**src/rtl/dac_if_pkg.sv**
```systemverilog
package dac_if_pkg;
  localparam int CODE_W    = 14;
  localparam int FRAME_LEN = 16;
  localparam int SPARE_N   = FRAME_LEN - CODE_W;
  localparam int SYNC_STG  = 2;
  // serial role of shared bus pins
  localparam int SDATA_BIT = CODE_W - 1;
  localparam int SCLK_BIT  = CODE_W - 2;
  localparam int ORDER_BIT = CODE_W - 3;
  localparam int JUST_BIT  = CODE_W - 4;
  typedef logic [CODE_W-1:0] code_t;
  localparam code_t MIDSCALE = code_t'(1) << (CODE_W - 1);
endpackage

```
**src/rtl/pin_sync.sv**
```systemverilog
module pin_sync #(
  parameter int          W       = 1,
  parameter int          STAGES  = 2,
  parameter logic [W-1:0] RST_VAL = '0
) (
  input  logic         clk_i,
  input  logic         rst_ni,
  input  logic [W-1:0] d_i,
  output logic [W-1:0] q_o
);
  logic [W-1:0] stg [STAGES];

  always_ff @(posedge clk_i or negedge rst_ni) begin
    if (!rst_ni) begin
      for (int i = 0; i < STAGES; i++) stg[i] <= RST_VAL;
    end else begin
      stg[0] <= d_i;
      for (int i = 1; i < STAGES; i++) stg[i] <= stg[i-1];
    end
  end

  assign q_o = stg[STAGES-1];
endmodule

```
**src/rtl/par_capture.sv**
```systemverilog
module par_capture
  import dac_if_pkg::*;
(
  input  logic  clk_i,
  input  logic  rst_ni,
  input  logic  en_i,
  input  logic  cs_n_i,
  input  logic  wr_n_i,
  input  code_t bus_i,
  output logic  we_o,
  output code_t data_o
);
  logic  wr_prev, cs_prev;
  code_t bus_prev;

  // select and data taken one cycle back to tolerate zero hold
  always_ff @(posedge clk_i or negedge rst_ni) begin
    if (!rst_ni) begin
      wr_prev  <= 1'b1;
      cs_prev  <= 1'b1;
      bus_prev <= '0;
    end else begin
      wr_prev  <= wr_n_i;
      cs_prev  <= cs_n_i;
      bus_prev <= bus_i;
    end
  end

  assign we_o   = en_i && wr_n_i && !wr_prev && !cs_prev;
  assign data_o = bus_prev;

  p_wr_edge_r2: assert property (@(posedge clk_i) disable iff (!rst_ni)
    we_o |-> $rose(wr_n_i));
endmodule

```
**src/rtl/ser_shift.sv**
```systemverilog
module ser_shift
  import dac_if_pkg::*;
(
  input  logic  clk_i,
  input  logic  rst_ni,
  input  logic  en_i,
  input  logic  sync_n_i,
  input  logic  sclk_i,
  input  logic  sdata_i,
  input  logic  order_i,
  input  logic  just_i,
  output logic  we_o,
  output code_t data_o
);
  localparam int CNT_W = $clog2(FRAME_LEN + 1);
  localparam logic [CNT_W-1:0] LAST  = CNT_W'(FRAME_LEN - 1);
  localparam logic [CNT_W-1:0] FULL  = CNT_W'(FRAME_LEN);
  localparam logic [CNT_W-1:0] SKIP  = CNT_W'(SPARE_N);
  localparam logic [CNT_W-1:0] TAKEN = CNT_W'(CODE_W);

  logic             sync_prev, sclk_prev;
  logic             active, msb_first, right_just;
  logic [CNT_W-1:0] cnt;
  code_t            sr, sr_nxt;
  logic             sync_fall, sclk_fall, bit_valid, take;

  assign sync_fall = en_i && sync_prev && !sync_n_i;
  assign sclk_fall = sclk_prev && !sclk_i;
  assign bit_valid = right_just ? (cnt >= SKIP) : (cnt < TAKEN);
  assign take      = active && !sync_n_i && sclk_fall && (cnt < FULL);
  assign sr_nxt    = msb_first ? {sr[CODE_W-2:0], sdata_i} : {sdata_i, sr[CODE_W-1:1]};

  always_ff @(posedge clk_i or negedge rst_ni) begin
    if (!rst_ni) begin
      sync_prev  <= 1'b1;
      sclk_prev  <= 1'b1;
      active     <= 1'b0;
      msb_first  <= 1'b1;
      right_just <= 1'b1;
      cnt        <= '0;
      sr         <= '0;
    end else begin
      sync_prev <= sync_n_i;
      sclk_prev <= sclk_i;
      if (sync_fall) begin
        active     <= 1'b1;
        msb_first  <= order_i;
        right_just <= just_i;
        cnt        <= '0;
        sr         <= '0;
      end else if (sync_n_i || !en_i) begin
        active <= 1'b0;
      end else if (take) begin
        cnt <= cnt + 1'b1;
        if (bit_valid) sr <= sr_nxt;
      end
    end
  end

  assign we_o   = take && (cnt == LAST);
  assign data_o = bit_valid ? sr_nxt : sr;

  p_cnt_bound_r8: assert property (@(posedge clk_i) disable iff (!rst_ni)
    cnt <= FULL);
  p_commit_once_r5: assert property (@(posedge clk_i) disable iff (!rst_ni)
    we_o |=> (!we_o && cnt == FULL));
endmodule

```
**src/rtl/dual_stage_dac_if.sv**
```systemverilog
module dual_stage_dac_if
  import dac_if_pkg::*;
(
  input  logic              clk_i,
  input  logic              rst_ni,
  input  logic              ser_mode_i,
  input  logic              cs_ni,
  input  logic              wr_ni,
  input  logic              ldac_ni,
  input  logic [CODE_W-1:0] bus_i,
  output logic [CODE_W-1:0] dac_code_o
);
  logic       mode_q;
  logic [2:0] ctl_q;
  code_t      bus_q;
  logic       cs_q, wr_q, ld_q, ld_prev, ld_fall;
  logic       par_we, ser_we;
  code_t      par_data, ser_data, in_latch, out_latch;

  pin_sync #(.W(1), .STAGES(SYNC_STG), .RST_VAL(1'b0)) u_mode_sync (
    .clk_i, .rst_ni, .d_i(ser_mode_i), .q_o(mode_q));
  pin_sync #(.W(3), .STAGES(SYNC_STG), .RST_VAL(3'b111)) u_ctl_sync (
    .clk_i, .rst_ni, .d_i({ldac_ni, wr_ni, cs_ni}), .q_o(ctl_q));
  pin_sync #(.W(CODE_W), .STAGES(SYNC_STG), .RST_VAL('0)) u_bus_sync (
    .clk_i, .rst_ni, .d_i(bus_i), .q_o(bus_q));

  assign {ld_q, wr_q, cs_q} = ctl_q;

  par_capture u_par (
    .clk_i, .rst_ni, .en_i(!mode_q), .cs_n_i(cs_q), .wr_n_i(wr_q),
    .bus_i(bus_q), .we_o(par_we), .data_o(par_data));

  ser_shift u_ser (
    .clk_i, .rst_ni, .en_i(mode_q), .sync_n_i(wr_q),
    .sclk_i(bus_q[SCLK_BIT]), .sdata_i(bus_q[SDATA_BIT]),
    .order_i(bus_q[ORDER_BIT]), .just_i(bus_q[JUST_BIT]),
    .we_o(ser_we), .data_o(ser_data));

  assign ld_fall = ld_prev && !ld_q;

  always_ff @(posedge clk_i or negedge rst_ni) begin
    if (!rst_ni) begin
      ld_prev   <= 1'b1;
      in_latch  <= MIDSCALE;
      out_latch <= MIDSCALE;
    end else begin
      ld_prev <= ld_q;
      if (par_we)      in_latch <= par_data;
      else if (ser_we) in_latch <= ser_data;
      if (ld_fall) out_latch <= in_latch;
    end
  end

  assign dac_code_o = out_latch;

  p_in_hold_r2: assert property (@(posedge clk_i) disable iff (!rst_ni)
    !(par_we || ser_we) |=> $stable(in_latch));
  p_out_hold_r4: assert property (@(posedge clk_i) disable iff (!rst_ni)
    !ld_fall |=> $stable(dac_code_o));
  p_one_source_r3: assert property (@(posedge clk_i) disable iff (!rst_ni)
    $onehot0({par_we, ser_we}));
endmodule

```
**config.mk**
```make
export PLATFORM = sky130hd
export DESIGN_NAME = dual_stage_dac_if
export DESIGN_NICKNAME = d
export VERILOG_FILES = /design/src/rtl/dac_if_pkg.sv /design/src/rtl/pin_sync.sv /design/src/rtl/par_capture.sv /design/src/rtl/ser_shift.sv /design/src/rtl/dual_stage_dac_if.sv
export SDC_FILE = /design/constraint.sdc
export NUM_CORES = 1
export LEC_CHECK = 0
export BUFFER_PORTS_ARGS = -buffer_cell sky130_fd_sc_hd__buf_2
export CORE_MARGIN = 2
export CORE_UTILIZATION = 50
export CTS_CLUSTER_SIZE = 12
export DETAILED_ROUTE_END_ITERATION = 8
export GPL_ROUTABILITY_DRIVEN = 0
export HOLD_SLACK_MARGIN = 0.02
export PLACE_DENSITY = 0.69
export RECOVER_POWER = 100
export SLEW_MARGIN = 10
export SYNTH_ARGS = -nofsm -noshare
export SYNTH_HDL_FRONTEND = slang
export SYNTH_SLANG_ARGS = --single-unit
```
**constraint.sdc**
```tcl
create_clock -name clk_i -period 3 [get_ports clk_i]
set_input_delay 0.3 -clock clk_i [delete_from_list [all_inputs] [get_ports clk_i]]
set_output_delay 0.3 -clock clk_i [all_outputs]
set_load 0.05 [all_outputs]
```
# Word level (Yosys, flattened, before mapping)
# Index checks and enable logic that the tools add are counted.
# word_totals
register_bits	104
inputBits	20
out_inout_bits	14
# op_classes
magnitude_cmp	3
n_reduce_logical	22
add_sub_neg	1
n_mux	13
n_eq_ne	2
# ops
cell	count
$mux 14	7
$mux 5	3
$logic_and 1x1->1	11
$logic_not 1->1	6
$reduce_bool 2->1	3
$add 5x1->5 const B	1
$eq 5x4->1 const B	1
$ge 5x2->1 const B	1
$lt 5x4->1 const B	1
$lt 5x5->1 const B	1
$mux 1	3
$ne 2x1->1 const B	1
$reduce_and 2->1	1
$logic_or 1x1->1	1

# Depth between registers and ports, before layout
# Gate-level depths: netlist of the first run.
# logic_depth
word_depth	7
mapped_depth	7
mapped_depth_nobuf	6

# Cells and area by module
# A second synthesis of the first run with hierarchy kept.
# unflattened
hier_cells	319
area_unflattened_um2	4177.8
# by_module_without_submodules
mod	area_each_um2	cells_per_inst	n_inst	seq_area_each_um2
ser_shift	1467.7	156	1	605.6
dual_stage_dac_if	1258.7	93	1	729.4
pin_sync at u_bus_sync	805.8	42	1	700.7
par_capture	415.4	17	1	402.9
pin_sync at u_ctl_sync	180.2	9	1	157.7
pin_sync at u_mode_sync	50.0	2	1	50.0

# Least setup slack after synthesis of the first run
# No wires, ideal clock.
# synth_timing
kind	register to register
start	register u_ser.cnt[1]
end	register in_latch[2]
setup_ps	124
period_less_slack_ps	1894
arrival_time_ps	1770
path_buffers	1
stages_incl_launch_ff	8
path_slack_ps	1106
path_cell_list	dfrtp_1 > ha_1 > and3_2 > ha_1 > nand3_1 > clkbuf_1 > nor3_1 > a211o_1
# synth_between
elab_chain_len	5
word_cells_on_any_way	11
cone_classes	3 x order compare; 1 x eq/ne; 4 x mux; 3 x reduce/logical
# synth_rtl
item	line	text
from (decl)	ser_shift.sv:23	logic [CNT_W-1:0] cnt;
from (signal assigned)	ser_shift.sv:54	cnt <= cnt + 1'b1;
$lt 5x4->1 / $ge 5x2->1 (equally long branches)	ser_shift.sv:29	assign bit_valid = right_just ? (cnt >= SKIP) : (cnt < TAKEN);
$mux 1	ser_shift.sv:29	
$mux 14	ser_shift.sv:61	assign data_o = bit_valid ? sr_nxt : sr;
$mux 14	dual_stage_dac_if.sv:49	else if (ser_we) in_latch <= ser_data;
$mux 14	dual_stage_dac_if.sv:48	if (par_we) in_latch <= par_data;
to (signal assigned)	dual_stage_dac_if.sv:48	
to (signal assigned)	dual_stage_dac_if.sv:49	
to (decl)	dual_stage_dac_if.sv:18	code_t par_data, ser_data, in_latch, out_latch;
# Several ways; a longest one is shown, not always the timed one. The select of a mux whose other input is x is not followed.
# A chain may end at the register's enable or synchronous reset.

# Worst setup path after layout of the first run
# layout_timing
start	register u_ser.cnt[1]
end	register in_latch[12]
# Same word-level chain as after synthesis.

==> results.md, run 1 <==
- Area leader, netlist: dfrtp_1
- CTS Buf Count: 9
- Slew margin rel.: -0.0544
- Setup TNS: 0 ns
- Synth warnings: 0
- First drt pass iteration count: 4
- DR WL met2: 2940 µm
- CTS H-tree lvls: 3
- Min-delay worst type: input pin to flop
- Global-route wire length before repair: about 11,000 µm
- Starting Density: 0.517
- # diodes: 0
- # rows: 31
- Worst Path Arrival: between 2 and 3 ns
- Core outline area: 0.00725 mm²
- Post-Synthesis Cell Area: ~0.0037 mm²
- Average via count per standard cell: 5.38
- CTS max path bufs: 2
- Final setup fails: 0
- Global Route Usage Sum: 0.165
- Peak supply drop: 0.334 mV
- Synth-to-Final Area Change: 14.8%
- Sequential element share of the synthesized area: 0.699
- Comb power frac: 0.156
- # port buffers: 33
- CP Cell Sequence: or4_1, mux2i_1, nor2_1, a221o_1
- Root Buffer Master: clkbuf_8
- Crit path time final: 2.48 ns
- Clock Sinks: 104
- Finished Layout Cells: about 400
- Period utilization: 0.828
- Unrepaired setup endpoints after global routing: no
- Synthesized Nets: roughly 260
- Most frequent cells in the layout: dfrtp_1 (90), mux2_2 (19), buf_2 (18)
- Gate Count Post-Synth: around 240
- Post-synth top area share: 0.601
- Top FF cell, synth: dfrtp_1
- Highest clock rate: 403 MHz
- Worst-skew pair later-pin latency: 0.37 ns
- Async S/R FF share, synth: 1.00
- Initial antenna violation count: 0
- Slew of the pin with the lowest slew margin: roughly 1.6 ns
- GRT overflow: 0
- Pre-CTS WS: 0.811 ns
- Slowest cell on the critical path: mux2i_1
- Nets: 309
- Outcome: finished, violations left
- Final hold vios: 0
- Drt first-iter violations: 85
- Clk pin slew, worst setup/hold paths: around 0.1 ns
- Die Span Y: 90.6 µm
- Clock group share of total power: 0.288
- Layout Skew: between 0.015 and 0.02 ns
- MaxCap Viol Count: 1
- Net load switching power: between 0.8 and 0.9 mW
- Crit Path Class: flop to flop
- Num ports: 34
- Fin. max-slew vios: 69
- Leakage power: 1.99 nW
- Post-DRT Antenna Nets: 0
- Setup crit end kind: flop
- Final Hold Slack: 0.0414 ns
- Die Width: 90.6 µm
- DRT Wirelength: 6210 µm
- Post-Syn Area per Cell: ~16 µm²
- Die area: 0.00820 mm²
- Via count: between 2,000 and 2,500
- Wirelength per Cell: 15.9 µm
- DR WL met3: 224 µm
- PD cells: 677 mW/mm²
- Synth unique cells: 40
- Placed cells: 363
- Sw frac: 0.298
- Failing checks: capacitance limit, slew limit
- Commonest non-fill, non-tap cell in the layout: dfrtp_1
- DPL Wire Length: 3880 µm
- Vias in the first global route: 2,178
- Pint: around 2 mW
- Largest stage delay, worst path: 0.83 ns
- Largest net degree at the start of global routing: 69
- Layout cells sized above 1: 0.288
- # DRC: 0
- Setup WS post-layout: 0.516 ns
- Worst Path Required: 3.25 ns
- Sequential share of power: 0.557
- Final core utilization: 0.593
- Startpoint types: flop
- Top routing layer used: met4
- Worst Path Max Fanout: 13
- Largest cells by area after synthesis: dfrtp_1 (60%), dfstp_2 (9.8%), mux2_2 (5.7%)
- CTS tree: yes
- Seq cells post-synth: 104
- Met1 Wirelength: 2940 µm
- Post-CTS resize count: 0
- EDFF count, synth: 0
-- layer usage --
layer | track usage | vias to the layer above
met1 | 0.225 | 1075
met5 | 0 | -
li1 | - | 976
met4 | 0.0641 | 0
met3 | 0.0492 | 11
met2 | 0.251 | 42
-- synth_stat cells, types with 2 or more instances --
library cell	n
a211o_1	10
a21oi_1	3
a221o_1	3
a22o_1	13
a22o_2	3
a31oi_1	2
and3_2	2
buf_2	3
buf_4	2
clkbuf_1	4
dfrtp_1	90
dfstp_2	14
ha_1	2
inv_1	2
mux2_2	19
mux2i_1	12
nand2_1	2
nand3_1	4
nor2_1	4
nor2b_1	2
nor3_1	10
o21a_1	2
o2bb2ai_1	11
xor2_1	2
-- through the flow --
step	instance area, µm²	total power, mW
after CTS	4290	2.96
after global placement	4030	2.10
final	4300	2.91
after detailed placement	4030	2.11
after global routing	4300	3.05
after floorplan	3750	1.98
-- final timing paths --
path	slack [ns]	start	to	cells past startpoint
worst min-delay path	0.04	bus_i[8]	u_bus_sync.stg[22]	1
max in group asynchronous	1.05	rst_ni	u_ser.sr[5]	2
min in group asynchronous	0.33	rst_ni	u_bus_sync.q_o[7]	1
worst max-delay path	0.52	u_ser.cnt[1]	in_latch[12]	4
worst min register to register	0.35	u_bus_sync.stg[21]	u_bus_sync.q_o[7]	0
worst max register to register	0.52	u_ser.cnt[1]	in_latch[12]	4
-- final cells by class --
class | count | area, µm²
fill | 578 | 2950
sequential | 104 | 2620
multi-input combinational | 120 | 1050
timing repair buffer | 50 | 303
clock buffer | 10 | 138
tap | 99 | 124
clock inverter | 6 | 57.6
inverter | 2 | 7.51
-- cell families (layout without fill, tap and decap cells) --
group	after synthesis	count (layout)	share of synthesized area
xor+xnor	2	2	0.00468
fa+ha+maj	2	2	0.00668
flops	104	104	0.699
buf+inv	13	68	0.0180
simple gates	32	32	0.0551
mux	33	33	0.0968
compound gates	51	51	0.120
-- worst max-delay path: cells and delay by family (launching register included) --
family,cells,cell delay [ns]
DFF,1,0.43
and+or+nand+nor,2,0.75
AOI/OAI and AO/OA,1,0.36
muxes,1,0.83
-- flip-flops by register name (all words and copies together), names as in the netlist, 3 cells and up --
register,count
u_bus_sync.stg,14
u_ser.cnt,5
u_ctl_sync.q_o,3
u_ser.sr,14
dac_code_o,14
in_latch,14
u_bus_sync.q_o,14
u_ctl_sync.stg,3
u_par.data_o,14
-- timing repair --
action,4_1_cts,5_1_grt
setup buffers,0,0
hold buffers,7,5
hold endpoints to repair,7,5
-- power by group through the flow --
stage	Combinational (mW)	Clock, mW	Sequential (mW)
floorplan	0.185	0	1.80
CTS	0.474	0.868	1.62
detailed placement	0.465	0	1.65
global placement	0.459	0	1.64
finish	0.453	0.838	1.62
global route	0.484	0.920	1.64
No activity file was read; power rests on OpenSTA's default activity.
==> inputs of run 2 (changes only) <==
Clock period 3 ns to 2.4 ns, I/O delays scaled along.
==> run 2 against run 1 <==
The flow now finishes without violations. Clock power up 18%. Non-clock buffer count increased by 10. Fmax increased by 16%. Clock skew shrank 0.0073 ns. Flip-flop and latch count stayed put. Cell count grew 2.6%. Core utilization increased by 1.1 points. Combinational power up 29%. First-iteration DRC count increased by 38%. Register-to-register slack worse by 0.26 ns. Routed wire length rose by 3.8%. Largest power group unchanged. Clock-buffer cell count down 1.
==> results.md, run 2 (same netlist as run 1, synthesis figures left out) <==
- Outcome: complete, no violations
- PD cells: 821 mW/mm² (+21%)
- Final hold vios: 0 (unchanged)
- GRT overflow: 0 (unchanged)
- Multi-input combinational cell area: 0.00105 mm² (unchanged)
- Worst Path Required: 2.71 ns (-0.54 ns)
- Largest net degree at the start of global routing: 45 (-35%)
- Slew margin rel.: 0.326 (+0.380)
- Crit path time final: 2.14 ns (-0.343 ns)
- Min-delay worst type: flop to flop
- Initial antenna violation count: 0 (unchanged)
- Final instance area: 0.00438 mm² (+1.9%)
- Commonest non-fill, non-tap cell in the layout: dfrtp_1
- Fin. max-slew vios: 0 (-100%)
- MaxCap Viol Count: 0 (-1)
- Layout cells sized above 1: 0.281 (-0.00621)
- Wirelength per Cell: 16.1 µm (+1.2%)
- Filler instances: 579 (+0.17%)
- Highest clock rate: 467 MHz (+16%)
- Layout Skew: 0.00864 ns (-0.00735 ns)
- Die area: 0.00820 mm² (unchanged)
- Final setup fails: 0 (unchanged)
- Nets: 319 (+3.2%)
- Clk pin slew, worst setup/hold paths: 0.10 ns (about the same)
- Num ports: 34 (unchanged)
- Synth-to-Final Area Change: 17.0%
- Setup TNS: 0 ns (unchanged)
- Leakage power: 2.02 nW (+1.5%)
- Core outline area: 0.00725 mm² (unchanged)
- Period utilization: 0.892 (+0.0640)
- Register area: 0.00262 mm² (unchanged)
- Placed cells: 366 (+0.83%)
- # diodes: 0 (unchanged)
- CTS Buf Count: 9 (unchanged)
- Final Hold Slack: 0.353 ns (+0.312 ns)
- # port buffers: 33 (unchanged)
- Worst-skew pair later-pin latency: 0.36 ns (about the same)
- Finished Layout Cells: 401 (+2.6%)
- Die Span Y: 90.6 µm (unchanged)
- Largest stage delay, worst path: 0.60 ns (-0.23 ns)
- DRT Wirelength: 6440 µm (+3.8%)
- DR WL met2: 3140 µm (+6.6%)
- Via count: 2,151 (+2.2%)
- CTS max path bufs: 2 (unchanged)
- Setup Buffers After CTS: 0 (unchanged)
- DR WL met3: 299 µm (+33%)
- CTS tree: yes
- Global Route Usage Sum: 0.175 (+0.00997)
- Starting Density: 0.517 (unchanged)
- First drt pass iteration count: 4 (unchanged)
- Slowest cell on the critical path: or4_1
- CTS H-tree lvls: 3 (unchanged)
- Vias in the first global route: 2,207 (+1.3%)
- Global-route wire length before repair: 11,200 µm (+4.7%)
- Clock Sinks: 104 (unchanged)
- Peak supply drop: 0.432 mV (+29%)
- Slew of the pin with the lowest slew margin: 1.01 ns (-0.571 ns)
- Top routing layer used: met4
- Met1 Wirelength: 2940 µm (+0.14%)
- Startpoint types: flop
- Post-DRT Antenna Nets: 0 (unchanged)
- Crit Path Class: flop to flop
- DPL Wire Length: 4060 µm (+4.5%)
- Post-placement cell area: 0.00405 mm² (+0.56%)
- Average via count per standard cell: 5.36 (-0.32%)
- Worst Path Max Fanout: 14 (+1)
- Drt first-iter violations: 117 (+38%)
- Worst Path Arrival: 2.45 ns (-0.29 ns)
- Most frequent cells in the layout: dfrtp_1 (90), mux2_2 (19), dlygate4sd3_1 (19)
- Unrepaired setup endpoints after global routing: no
- Root Buffer Master: clkbuf_8
- Setup crit end kind: flop
- # DRC: 0 (unchanged)
- # rows: 31 (unchanged)
- Die Width: 90.6 µm (unchanged)
- CP Cell Sequence: or4_1, mux2_1, o2bb2ai_4, a22o_2
[run 2: changes by cell type in the layout (fill, tap and decap cells not counted), sizes merged]
cell / before / now
dlygate4sd3: 12 / 19
clkinv: 2 / 4
buf: 22 / 23
clkbuf: 26 / 27
inv: 6 / 5
[run 2: stage by stage]
step | setup slack, ns | total power, mW | utilization
floorplan | 0.506 | 2.48 | -
global placement | 0.504 | 2.64 | 0.559
detailed placement | 0.453 | 2.65 | 0.559
CTS | 0.412 | 3.67 | 0.609
global route | 0.192 | 3.76 | 0.604
finish | 0.260 | 3.60 | 0.604
[run 2: routing by layer]
metal  GRT usage  vias up
li1            -      998
met1       0.241     1086
met2       0.272       62
met3      0.0509        5
met4      0.0538        0
met5           0        -
[run 2: what timing repair did]
| item | in CTS | in global routing |
|---|---|---|
| hold endpoints to repair | 54 | 0 |
| gates resized for setup | 0 | 0 |
| hold buffers | 19 | 0 |
[run 2: path summary, 6_finish.rpt]
check / slack (ns) / from / cells after the start / end
max: 0.26 / u_ser.cnt[1] / 4 / u_ser.sr[13]
min: 0.35 / u_bus_sync.stg[26] / 0 / u_bus_sync.q_o[12]
max reg2reg: 0.26 / u_ser.cnt[1] / 4 / u_ser.sr[13]
min reg2reg: 0.35 / u_bus_sync.stg[26] / 0 / u_bus_sync.q_o[12]
max in group asynchronous: 0.71 / rst_ni / 3 / u_par.cs_prev
min in group asynchronous: 0.58 / rst_ni / 2 / u_par.data_o[5]
[run 2: where the power goes]
group / leakage, nW / switching, mW / internal, mW
Clock: 0.0944 / 0.598 / 0.388
Sequential: 1.27 / 0.0998 / 1.93
Combinational: 0.658 / 0.375 / 0.209
Total: 2.02 / 1.07 / 2.53
[run 2: final cells by class]
cell class                      count  area share
Sequential cell                   104       0.598
Multi-Input combinational cell    120       0.240
Timing Repair Buffer               60      0.0919
Clock buffer                        9      0.0283
Tap cell                           99      0.0283
Clock inverter                      7      0.0123
Inverter                            2     0.00171
[run 2: critical path: cells and delay by family, from the launching register on]
kind	cells	cell delay, ns
flip-flops	1	0.43
multiplexers	1	0.43
AND/OR/NAND/NOR	1	0.60
AO/OA/AOI/OAI	2	0.62
